`src/rtl/cfg_uart_tx_pkg.sv`:
```
package cfg_uart_tx_pkg;
   // Command word bit positions
   localparam int CW_RESET   = 0;
   localparam int CW_ENABLE  = 1;
   localparam int CW_DISABLE = 2;
   localparam int CW_BRK_ON  = 3;
   localparam int CW_BRK_OFF = 4;
   localparam int CTRL_W     = 5;

   localparam int MODE_W     = 8;
   localparam int CHAR_W     = 8;
   // start + data + parity + two stops
   localparam int FRAME_W    = 1 + CHAR_W + 1 + 2;
   localparam int NB_W       = $clog2(FRAME_W + 1);

   typedef enum logic [1:0] {
      PAR_EVEN  = 2'b00,
      PAR_ODD   = 2'b01,
      PAR_SPACE = 2'b10,
      PAR_MARK  = 2'b11
   } par_kind_t;
endpackage

```
`src/rtl/cfg_uart_tx_ctrl.sv`:
```
module cfg_uart_tx_ctrl
   import cfg_uart_tx_pkg::*;
(
   input  logic              clk,
   input  logic              rst_n,
   input  logic              wr_i,
   input  logic [CTRL_W-1:0] cmd_i,
   output logic              en_o,
   output logic              brk_o,
   output logic              clr_o
);
   logic en_q, brk_q;

   assign clr_o = wr_i & cmd_i[CW_RESET];

   always_ff @(posedge clk or negedge rst_n) begin
      if (!rst_n) begin
         en_q  <= 1'b0;
         brk_q <= 1'b0;
      end else if (wr_i) begin
         if (cmd_i[CW_DISABLE])
            en_q <= 1'b0;
         else if (cmd_i[CW_ENABLE])
            en_q <= 1'b1;

         if (cmd_i[CW_RESET] || cmd_i[CW_BRK_OFF])
            brk_q <= 1'b0;
         else if (cmd_i[CW_BRK_ON])
            brk_q <= 1'b1;
      end
   end

   assign en_o  = en_q;
   assign brk_o = brk_q;
endmodule

```
`src/rtl/cfg_uart_tx_framer.sv`:
```
module cfg_uart_tx_framer
   import cfg_uart_tx_pkg::*;
(
   input  logic [CHAR_W-1:0]  data_i,
   input  logic [1:0]         len_code_i,
   input  logic [2:0]         par_code_i,
   input  logic               two_stop_i,
   output logic [FRAME_W-1:0] frame_o,
   output logic [NB_W-1:0]    nbits_o
);
   logic [NB_W-1:0]   dlen;
   logic [CHAR_W-1:0] dmask;
   logic              par_en;
   logic              par_bit;
   par_kind_t         kind;

   always_comb begin
      case (len_code_i)
         2'b11:   dlen = NB_W'(6);
         2'b10:   dlen = NB_W'(7);
         default: dlen = NB_W'(8);
      endcase
   end

   for (genvar i = 0; i < CHAR_W; i++) begin : g_mask
      assign dmask[i] = data_i[i] & (NB_W'(i) < dlen);
   end

   assign par_en = ~par_code_i[2];
   assign kind   = par_kind_t'(par_code_i[1:0]);

   always_comb begin
      case (kind)
         PAR_EVEN:  par_bit = ^dmask;
         PAR_ODD:   par_bit = ~(^dmask);
         PAR_SPACE: par_bit = 1'b0;
         default:   par_bit = 1'b1;
      endcase
   end

   assign frame_o[0] = 1'b0;
   for (genvar p = 1; p < FRAME_W; p++) begin : g_pos
      if (p <= CHAR_W) begin : g_dat
         assign frame_o[p] = (NB_W'(p) <= dlen) ? data_i[p-1] :
                             (par_en && NB_W'(p) == dlen + NB_W'(1)) ? par_bit : 1'b1;
      end else begin : g_tail
         assign frame_o[p] = (par_en && NB_W'(p) == dlen + NB_W'(1)) ? par_bit : 1'b1;
      end
   end

   assign nbits_o = NB_W'(1) + dlen + NB_W'(par_en) + (two_stop_i ? NB_W'(2) : NB_W'(1));
endmodule

```
`src/rtl/cfg_uart_tx_shifter.sv`:
```
module cfg_uart_tx_shifter
   import cfg_uart_tx_pkg::*;
#(
   parameter int TICKS_PER_BIT = 16
)(
   input  logic               clk,
   input  logic               rst_n,
   input  logic               clr_i,
   input  logic               load_i,
   input  logic [FRAME_W-1:0] frame_i,
   input  logic [NB_W-1:0]    nbits_i,
   input  logic               tick_i,
   output logic               busy_o,
   output logic               line_o
);
   localparam int TC_W = (TICKS_PER_BIT > 1) ? $clog2(TICKS_PER_BIT) : 1;
   localparam logic [TC_W-1:0] TC_LAST = TC_W'(TICKS_PER_BIT - 1);

   logic [FRAME_W-1:0] sh_q;
   logic [NB_W-1:0]    left_q;
   logic [TC_W-1:0]    tc_q;
   logic               busy_q;

   always_ff @(posedge clk or negedge rst_n) begin
      if (!rst_n) begin
         sh_q   <= '1;
         left_q <= '0;
         tc_q   <= '0;
         busy_q <= 1'b0;
      end else if (clr_i) begin
         sh_q   <= '1;
         left_q <= '0;
         tc_q   <= '0;
         busy_q <= 1'b0;
      end else if (load_i) begin
         sh_q   <= frame_i;
         left_q <= nbits_i;
         tc_q   <= '0;
         busy_q <= 1'b1;
      end else if (busy_q && tick_i) begin
         if (tc_q == TC_LAST) begin
            tc_q <= '0;
            if (left_q == NB_W'(1)) begin
               busy_q <= 1'b0;
               sh_q   <= '1;
               left_q <= '0;
            end else begin
               sh_q   <= {1'b1, sh_q[FRAME_W-1:1]};
               left_q <= left_q - NB_W'(1);
            end
         end else begin
            tc_q <= tc_q + TC_W'(1);
         end
      end
   end

   assign busy_o = busy_q;
   assign line_o = sh_q[0];
endmodule

```
`src/rtl/cfg_uart_tx.sv`:
```
module cfg_uart_tx
   import cfg_uart_tx_pkg::*;
#(
   parameter int TICKS_PER_BIT = 16
)(
   input  logic              clk,
   input  logic              rst_n,
   input  logic              tick_i,
   input  logic [MODE_W-1:0] mode_i,
   input  logic              ctrl_wr_i,
   input  logic [CTRL_W-1:0] ctrl_i,
   input  logic [CHAR_W-1:0] data_i,
   input  logic              valid_i,
   output logic              ready_o,
   output logic              txd_o,
   output logic              busy_o,
   output logic              idle_o
);
   if (TICKS_PER_BIT < 2) begin : g_bad_tpb
      $error("cfg_uart_tx: TICKS_PER_BIT must be at least 2");
   end

   logic               en, brk, clr, busy, line, load;
   logic [FRAME_W-1:0] frame;
   logic [NB_W-1:0]    nbits;
   logic               unused_mode_bits;

   assign unused_mode_bits = ^{mode_i[6], mode_i[0]};

   cfg_uart_tx_ctrl u_ctrl (
      .clk   (clk),
      .rst_n (rst_n),
      .wr_i  (ctrl_wr_i),
      .cmd_i (ctrl_i),
      .en_o  (en),
      .brk_o (brk),
      .clr_o (clr)
   );

   cfg_uart_tx_framer u_framer (
      .data_i     (data_i),
      .len_code_i (mode_i[2:1]),
      .par_code_i (mode_i[5:3]),
      .two_stop_i (mode_i[7]),
      .frame_o    (frame),
      .nbits_o    (nbits)
   );

   cfg_uart_tx_shifter #(.TICKS_PER_BIT(TICKS_PER_BIT)) u_shift (
      .clk     (clk),
      .rst_n   (rst_n),
      .clr_i   (clr),
      .load_i  (load),
      .frame_i (frame),
      .nbits_i (nbits),
      .tick_i  (tick_i),
      .busy_o  (busy),
      .line_o  (line)
   );

   assign ready_o = en & ~busy & ~brk & ~clr;
   assign load    = valid_i & ready_o;
   assign txd_o   = brk ? 1'b0 : line;
   assign busy_o  = busy;
   assign idle_o  = ~busy & ~brk;
endmodule

```
`config.mk`:
```
export PLATFORM = sky130hd
export DESIGN_NAME = cfg_uart_tx
export DESIGN_NICKNAME = d
export VERILOG_FILES = /design/src/rtl/cfg_uart_tx_pkg.sv /design/src/rtl/cfg_uart_tx_ctrl.sv /design/src/rtl/cfg_uart_tx_framer.sv /design/src/rtl/cfg_uart_tx_shifter.sv /design/src/rtl/cfg_uart_tx.sv
export SDC_FILE = /design/constraint.sdc
export NUM_CORES = 1
export LEC_CHECK = 0
export CORE_ASPECT_RATIO = 1.1
export CORE_MARGIN = 1.5
export CORE_UTILIZATION = 45
export DETAILED_ROUTE_END_ITERATION = 16
export GPL_TIMING_DRIVEN = 0
export PLACE_DENSITY = 0.72
export SLEW_MARGIN = 20
export SYNTH_ARGS = -nofsm -noshare
export SYNTH_HDL_FRONTEND = slang
export SYNTH_SLANG_ARGS = --single-unit
export TNS_END_PERCENT = 5
```
`constraint.sdc`:
```
create_clock -name clk -period 5.1 [get_ports clk]
set_clock_uncertainty 0.2 [all_clocks]
set_input_delay 0.765 -clock clk [delete_from_list [all_inputs] [get_ports clk]]
set_output_delay 0.765 -clock clk [all_outputs]
set_load 0.1 [all_outputs]
```
== Word level (Yosys, flattened, before mapping) ==
Index checks and enable logic that the tools add are counted.

* Logic and storage cells: 133
* Output and inout port bits: 4
* Bits in registers: 23

* Reduce and logical (&&, ||, !) cells: 24
* Magnitude comparators: 16
* Equal/unequal tests: 17
* Add/sub/neg operators: 5
* Bitwise gates (word level): 19
* Mux-type cells: 46

{| class="wikitable"
|+ Operators with widths
! cell !! number
|-
| two-way mux 12 bit || 4
|-
| two-way mux 4 bit || 9
|-
| two-way mux 1 bit || 29
|-
| == test 3 x 4 -> 1 bit, first input constant || 4
|-
| == test 4 bit, first input constant || 4
|-
| <= comparator 3 x 4 -> 1 bit, first input constant || 4
|-
| less-than comparator 3 x 4 -> 1 bit, first input constant || 4
|-
| AND 1 bit || 14
|-
| logical AND 1 bit || 12
|-
| two-way mux 11 bit || 1
|-
| nonzero test 3 bit || 3
|-
| adder 4 x 1 -> 4 bit, second input constant || 2
|-
| == test 2 x 4 -> 1 bit, first input constant || 2
|-
| <= comparator 2 x 4 -> 1 bit, first input constant || 2
|-
| less-than comparator 1 x 4 -> 1 bit, first input constant || 2
|-
| less-than comparator 2 x 4 -> 1 bit, first input constant || 2
|-
| case mux 4 bit (2 select lines) || 1
|-
| XOR reduction 8 bit || 1
|-
| == test 2 bit, second input constant || 3
|-
| AND reduction 2 bit || 3
|-
| NOT 1 bit || 5
|-
| adder 4 x 1 -> 4 bit || 1
|-
| adder 4 bit || 1
|-
| == test 1 x 4 -> 1 bit, first input constant || 1
|-
| other kinds (12) || 13
|}

== Logic depth before layout (Yosys ltp) ==
* Depth in word-level cells: 11
* Mapped depth: 8
* Gate-level depth less buffers: 8

== Modules after synthesis ==
Synthesis repeated with hierarchy kept, for this count alone.

* Cells, all modules: 170
* Area total of the unflattened synthesis: 1572.8 um^2

{| class="wikitable"
|+ By module, submodules not included
! module !! area an instance (um^2) !! times used !! cells an instance
|-
| cfg_uart_tx_shifter || 1104.8 || 1 || 111
|-
| cfg_uart_tx_framer || 352.8 || 1 || 47
|-
| cfg_uart_tx_ctrl || 83.8 || 1 || 8
|-
| cfg_uart_tx || 31.3 || 1 || 4
|}

== Worst setup path after synthesis ==
OpenSTA, ideal clock, no wires.

* Path kind: register to output
* From: register u_shift.busy_q (netlist: u_shift.busy_o)
* To: output port ready_o
* Setup slack: 1.386 ns
* Buffers on the path: 0
* Arrival: 2.749 ns
* Cell stages (with the launch flop): 3
* Cell sequence: dfrtp_1 -> nor2_2 -> and3_1

* Cells in the longest elaborated chain, start to end: 4

{| class="wikitable"
|+ Ends and longest elaborated chain
! element !! RTL line !! source
|-
| start, declared || cfg_uart_tx_shifter.sv:22 || <nowiki>logic busy_q;</nowiki>
|-
| start signal, assigned || cfg_uart_tx_shifter.sv:29 || <nowiki>busy_q <= 1'b0;</nowiki>
|-
| start signal, assigned || cfg_uart_tx_shifter.sv:34 || <nowiki>busy_q <= 1'b0;</nowiki>
|-
| start signal, assigned || cfg_uart_tx_shifter.sv:39 || <nowiki>busy_q <= 1'b1;</nowiki>
|-
| NOT 1 bit || cfg_uart_tx.sv:61 || <nowiki>assign ready_o = en & ~busy & ~brk & ~clr;</nowiki>
|-
| AND 1 bit (3 in series) || cfg_uart_tx.sv:61 ||
|-
| end, declared || cfg_uart_tx.sv:14 || <nowiki>output logic ready_o,</nowiki>
|}

Every way passes these cells.

== Worst setup path in the final report ==
* From: input port ctrl_wr_i
* To: output port ready_o

* Cells in the longest elaborated chain, start to end: 3

{| class="wikitable"
|+ Ends and longest elaborated chain
! element !! RTL line !! source
|-
| start, declared || cfg_uart_tx.sv:10 || <nowiki>input logic ctrl_wr_i,</nowiki>
|-
| AND 1 bit || cfg_uart_tx_ctrl.sv:14 || <nowiki>assign clr_o = wr_i & cmd_i[CW_RESET];</nowiki>
|-
| NOT 1 bit || cfg_uart_tx.sv:61 ||
|-
| AND 1 bit || cfg_uart_tx.sv:61 ||
|}

Every way passes these cells.

==> out/metrics.yaml <==
critical_path:
  reg2reg_depth: 8
  cp-start-kind: "input pin"
  cp_max_fo: 6
  crit_path_end_kind: "output port"
  cp.required_ps: 4140
  path_class: "in2out"
  crit_arrival_ps: 2780
logic_synthesis:
  ys_types: 35
  synth_edf_count: 0
  synth_seq_cells: 23
  yosysMostFrequentCell: "nor2_1"
  yosysTopAreaCell: "dfstp_2"
  synthArstFlopShare_pct: 100
  synth_ff_type: "dfstp_2"
  synthCells: 152
  netlist.area_leader.share_pct: 22.9
  seq_area_frac_synth_pct: 42.9
  yosys-top-cells-count: "nor2_1 (16), a21oi_1 (14), nand2_1 (13)"
  syn_area_per_cell_um2: 9.05
  yosys_warnings: 0
  syn-cell-area_um2: 1380
  synthTopCellsByArea: "dfstp_2 (23%), dfrtp_1 (20%), a21oi_1 (5.1%)"
  syn_nets: 185
clock_tree:
  cts_sinks: 23
  cts_buffer_depth: 2
  clock_latency_ps: 310
  root_buffer: "clkbuf_4"
  cts_made_buffers: 3
  postCtsSetupBuffers: 0
  cts_resized: 0
  cts_hold_buf: 0
  clk_pin_slew_worst_paths_ps: 130
  cts_max_level: 1
  cts_tree: "yes"
drt:
  dr.pass1.iters: 4
  drt_iter0_markers: 35
  wire_per_inst_um: 14.8
  ant_nets: 0
  vias_per_cell: 5.73
  via_count: 1237
  drc: 0
  wl_um: 3200
power_and_ir_drop:
  power_frac_seq_pct: 44.4
  internal_power_mw: 0.367
  comb_power_share_pct: 41.3
  p_leak_nw: 0.716
  power.net_switching_mw: 0.242
  ir_worst_vdd_uv: 204
  p_clk_share_pct: 14.4
  swShare_pct: 39.8
  powerDensity_nw_per_um2: 357
die:
  start_util_pct: 48.7
  die_h_um: 61
  dieArea_um2: 3400
  die_w_um: 55.7
  num_rows: 20
  core_um2: 2830
  ios: 30
flow_run:
  max_cap_viol_count: 0
global_routing:
  grt_pass1_vias: 1204
  grt_overflow_total: 0
  grt_use_total_pct: 21.2
  grt_max_degree: 24
  antenna_found_initial: 0
  grt_pass1_wl_um: 5550
finish:
  antenna_cells: 0
  area_growth_pct: 24.2
  final_nets: 217
  fillers: 272
  layout-drive-gt1-share_pct: 10.9
sta:
  hold_ws_ps: 197
  setup_viol: 0
  hold_viol: 0
  maxSlewHeadroom_pct: 35.3
  rsz0062_at_grt: "no"
  period_minus_slack_ps: 3740
  fin_setup_tns_ps: 0
  tightest_slew_ps: 968
  period_share_pct: 73.4
  worst_slack_ps: 1360
  fmax_mhz: 267
  slew_viol_final: 0
place:
  dp_hpwl_um: 2360
  pre_cts_slack_ps: 1370
  io_buffers: 27
  globalplace.congestion: 0.745
worst_hold_path:
  min_path_type: "in2async"
status:
  status: "finished clean"
-- power groups by stage --
| stage | Combinational, mW | Clock (mW) | Sequential [mW] |
|---|---|---|---|
| final | 0.251 | 0.0875 | 0.270 |
| after global routing | 0.279 | 0.0997 | 0.276 |
| after CTS | 0.252 | 0.0886 | 0.269 |
| after detailed placement | 0.251 | 0 | 0.272 |
| after global placement | 0.241 | 0 | 0.269 |
| after floorplan | 0.171 | 0 | 0.275 |
-- sequential cells by signal (all words and copies together) (netlist names) --
| signal | count |
|---|---|
| u_ctrl.brk_o | 1 |
| u_ctrl.en_o | 1 |
| u_shift.busy_o | 1 |
| u_shift.left_q | 4 |
| u_shift.sh_q | 12 |
| u_shift.tc_q | 4 |
-- final timing paths --
check / from / to / slack, ps
max: ctrl_wr_i / ready_o / 1360
min: rst_n / u_shift.left_q[3]$_DFFE_PN0P_ / 200
max reg2reg: u_shift.left_q[1]$_DFFE_PN0P_ / u_shift.left_q[0]$_DFFE_PN0P_ / 2880
min reg2reg: u_shift.sh_q[10]$_DFFE_PN1P_ / u_shift.sh_q[10]$_DFFE_PN1P_ / 280
max in group asynchronous: rst_n / u_shift.sh_q[0]$_DFFE_PN1P_ / 4140
min in group clk: u_shift.sh_q[10]$_DFFE_PN1P_ / u_shift.sh_q[10]$_DFFE_PN1P_ / 280
-- metal layers --
metal	vias up	track usage, %	wire length [um]
met1	584	26.2	1370
met2	50	36.4	1630
li1	596	-	-
met5	-	0	0
met4	0	11.1	53
met3	7	3.62	149
-- layout make-up --
cell class	instances	area (um2)	share of cell area, %
Inverter	10	37.5	2.20
Tap cell	33	41.3	2.42
Buffer	6	30.0	1.76
Clock buffer	4	26.3	1.54
Sequential cell	23	591	34.6
Timing Repair Buffer	27	265	15.5
Multi-Input combinational cell	113	718	42.0
-- critical path, stage by stage --
cell and delay (ps):
clkdlybuf4s50_1 510, nand2_1 200, and3_1 180, clkdlybuf4s50_1 1120
-- stage by stage --
stage | power (mW) | instances | utilization, % | instance area [um2]
floorplan | 0.447 | 152 | - | 1380
global placement | 0.511 | 212 | 59.7 | 1690
detailed placement | 0.523 | 212 | 59.7 | 1690
CTS | 0.610 | 216 | 60.6 | 1710
global route | 0.654 | 216 | 60.4 | 1710
finish | 0.609 | 216 | 60.4 | 1710
-- cell usage in the layout (no fill, tap or decap), types with 3 or more instances in the layout --
cell type / instances
o22ai_1: 8
nand3_1: 4
xnor2_1: 7
dfstp_2: 12
inv_1: 10
nor2_1: 16
a21oi_1: 14
nor3_1: 6
nand2_1: 13
nor2b_1: 3
ha_1: 5
dfrtp_1: 11
clkdlybuf4s50_1: 26
o21ai_0: 10
clkbuf_1: 6
clkbuf_4: 3
-- cells by family (layout without fill, tap and decap cells) --
family | count (synthesis) | in the layout | synth area share [%]
xor gates and xnor gates | 10 | 10 | 7.36
AOI/OAI and AO/OA | 41 | 41 | 17.9
DFF | 23 | 23 | 42.9
muxes | 2 | 2 | 1.45
adders and majority gates | 7 | 7 | 7.45
buffers and inverters | 16 | 47 | 4.91
and+or+nand+nor | 53 | 53 | 18.0
No activity file was read; power rests on OpenSTA's default activity.
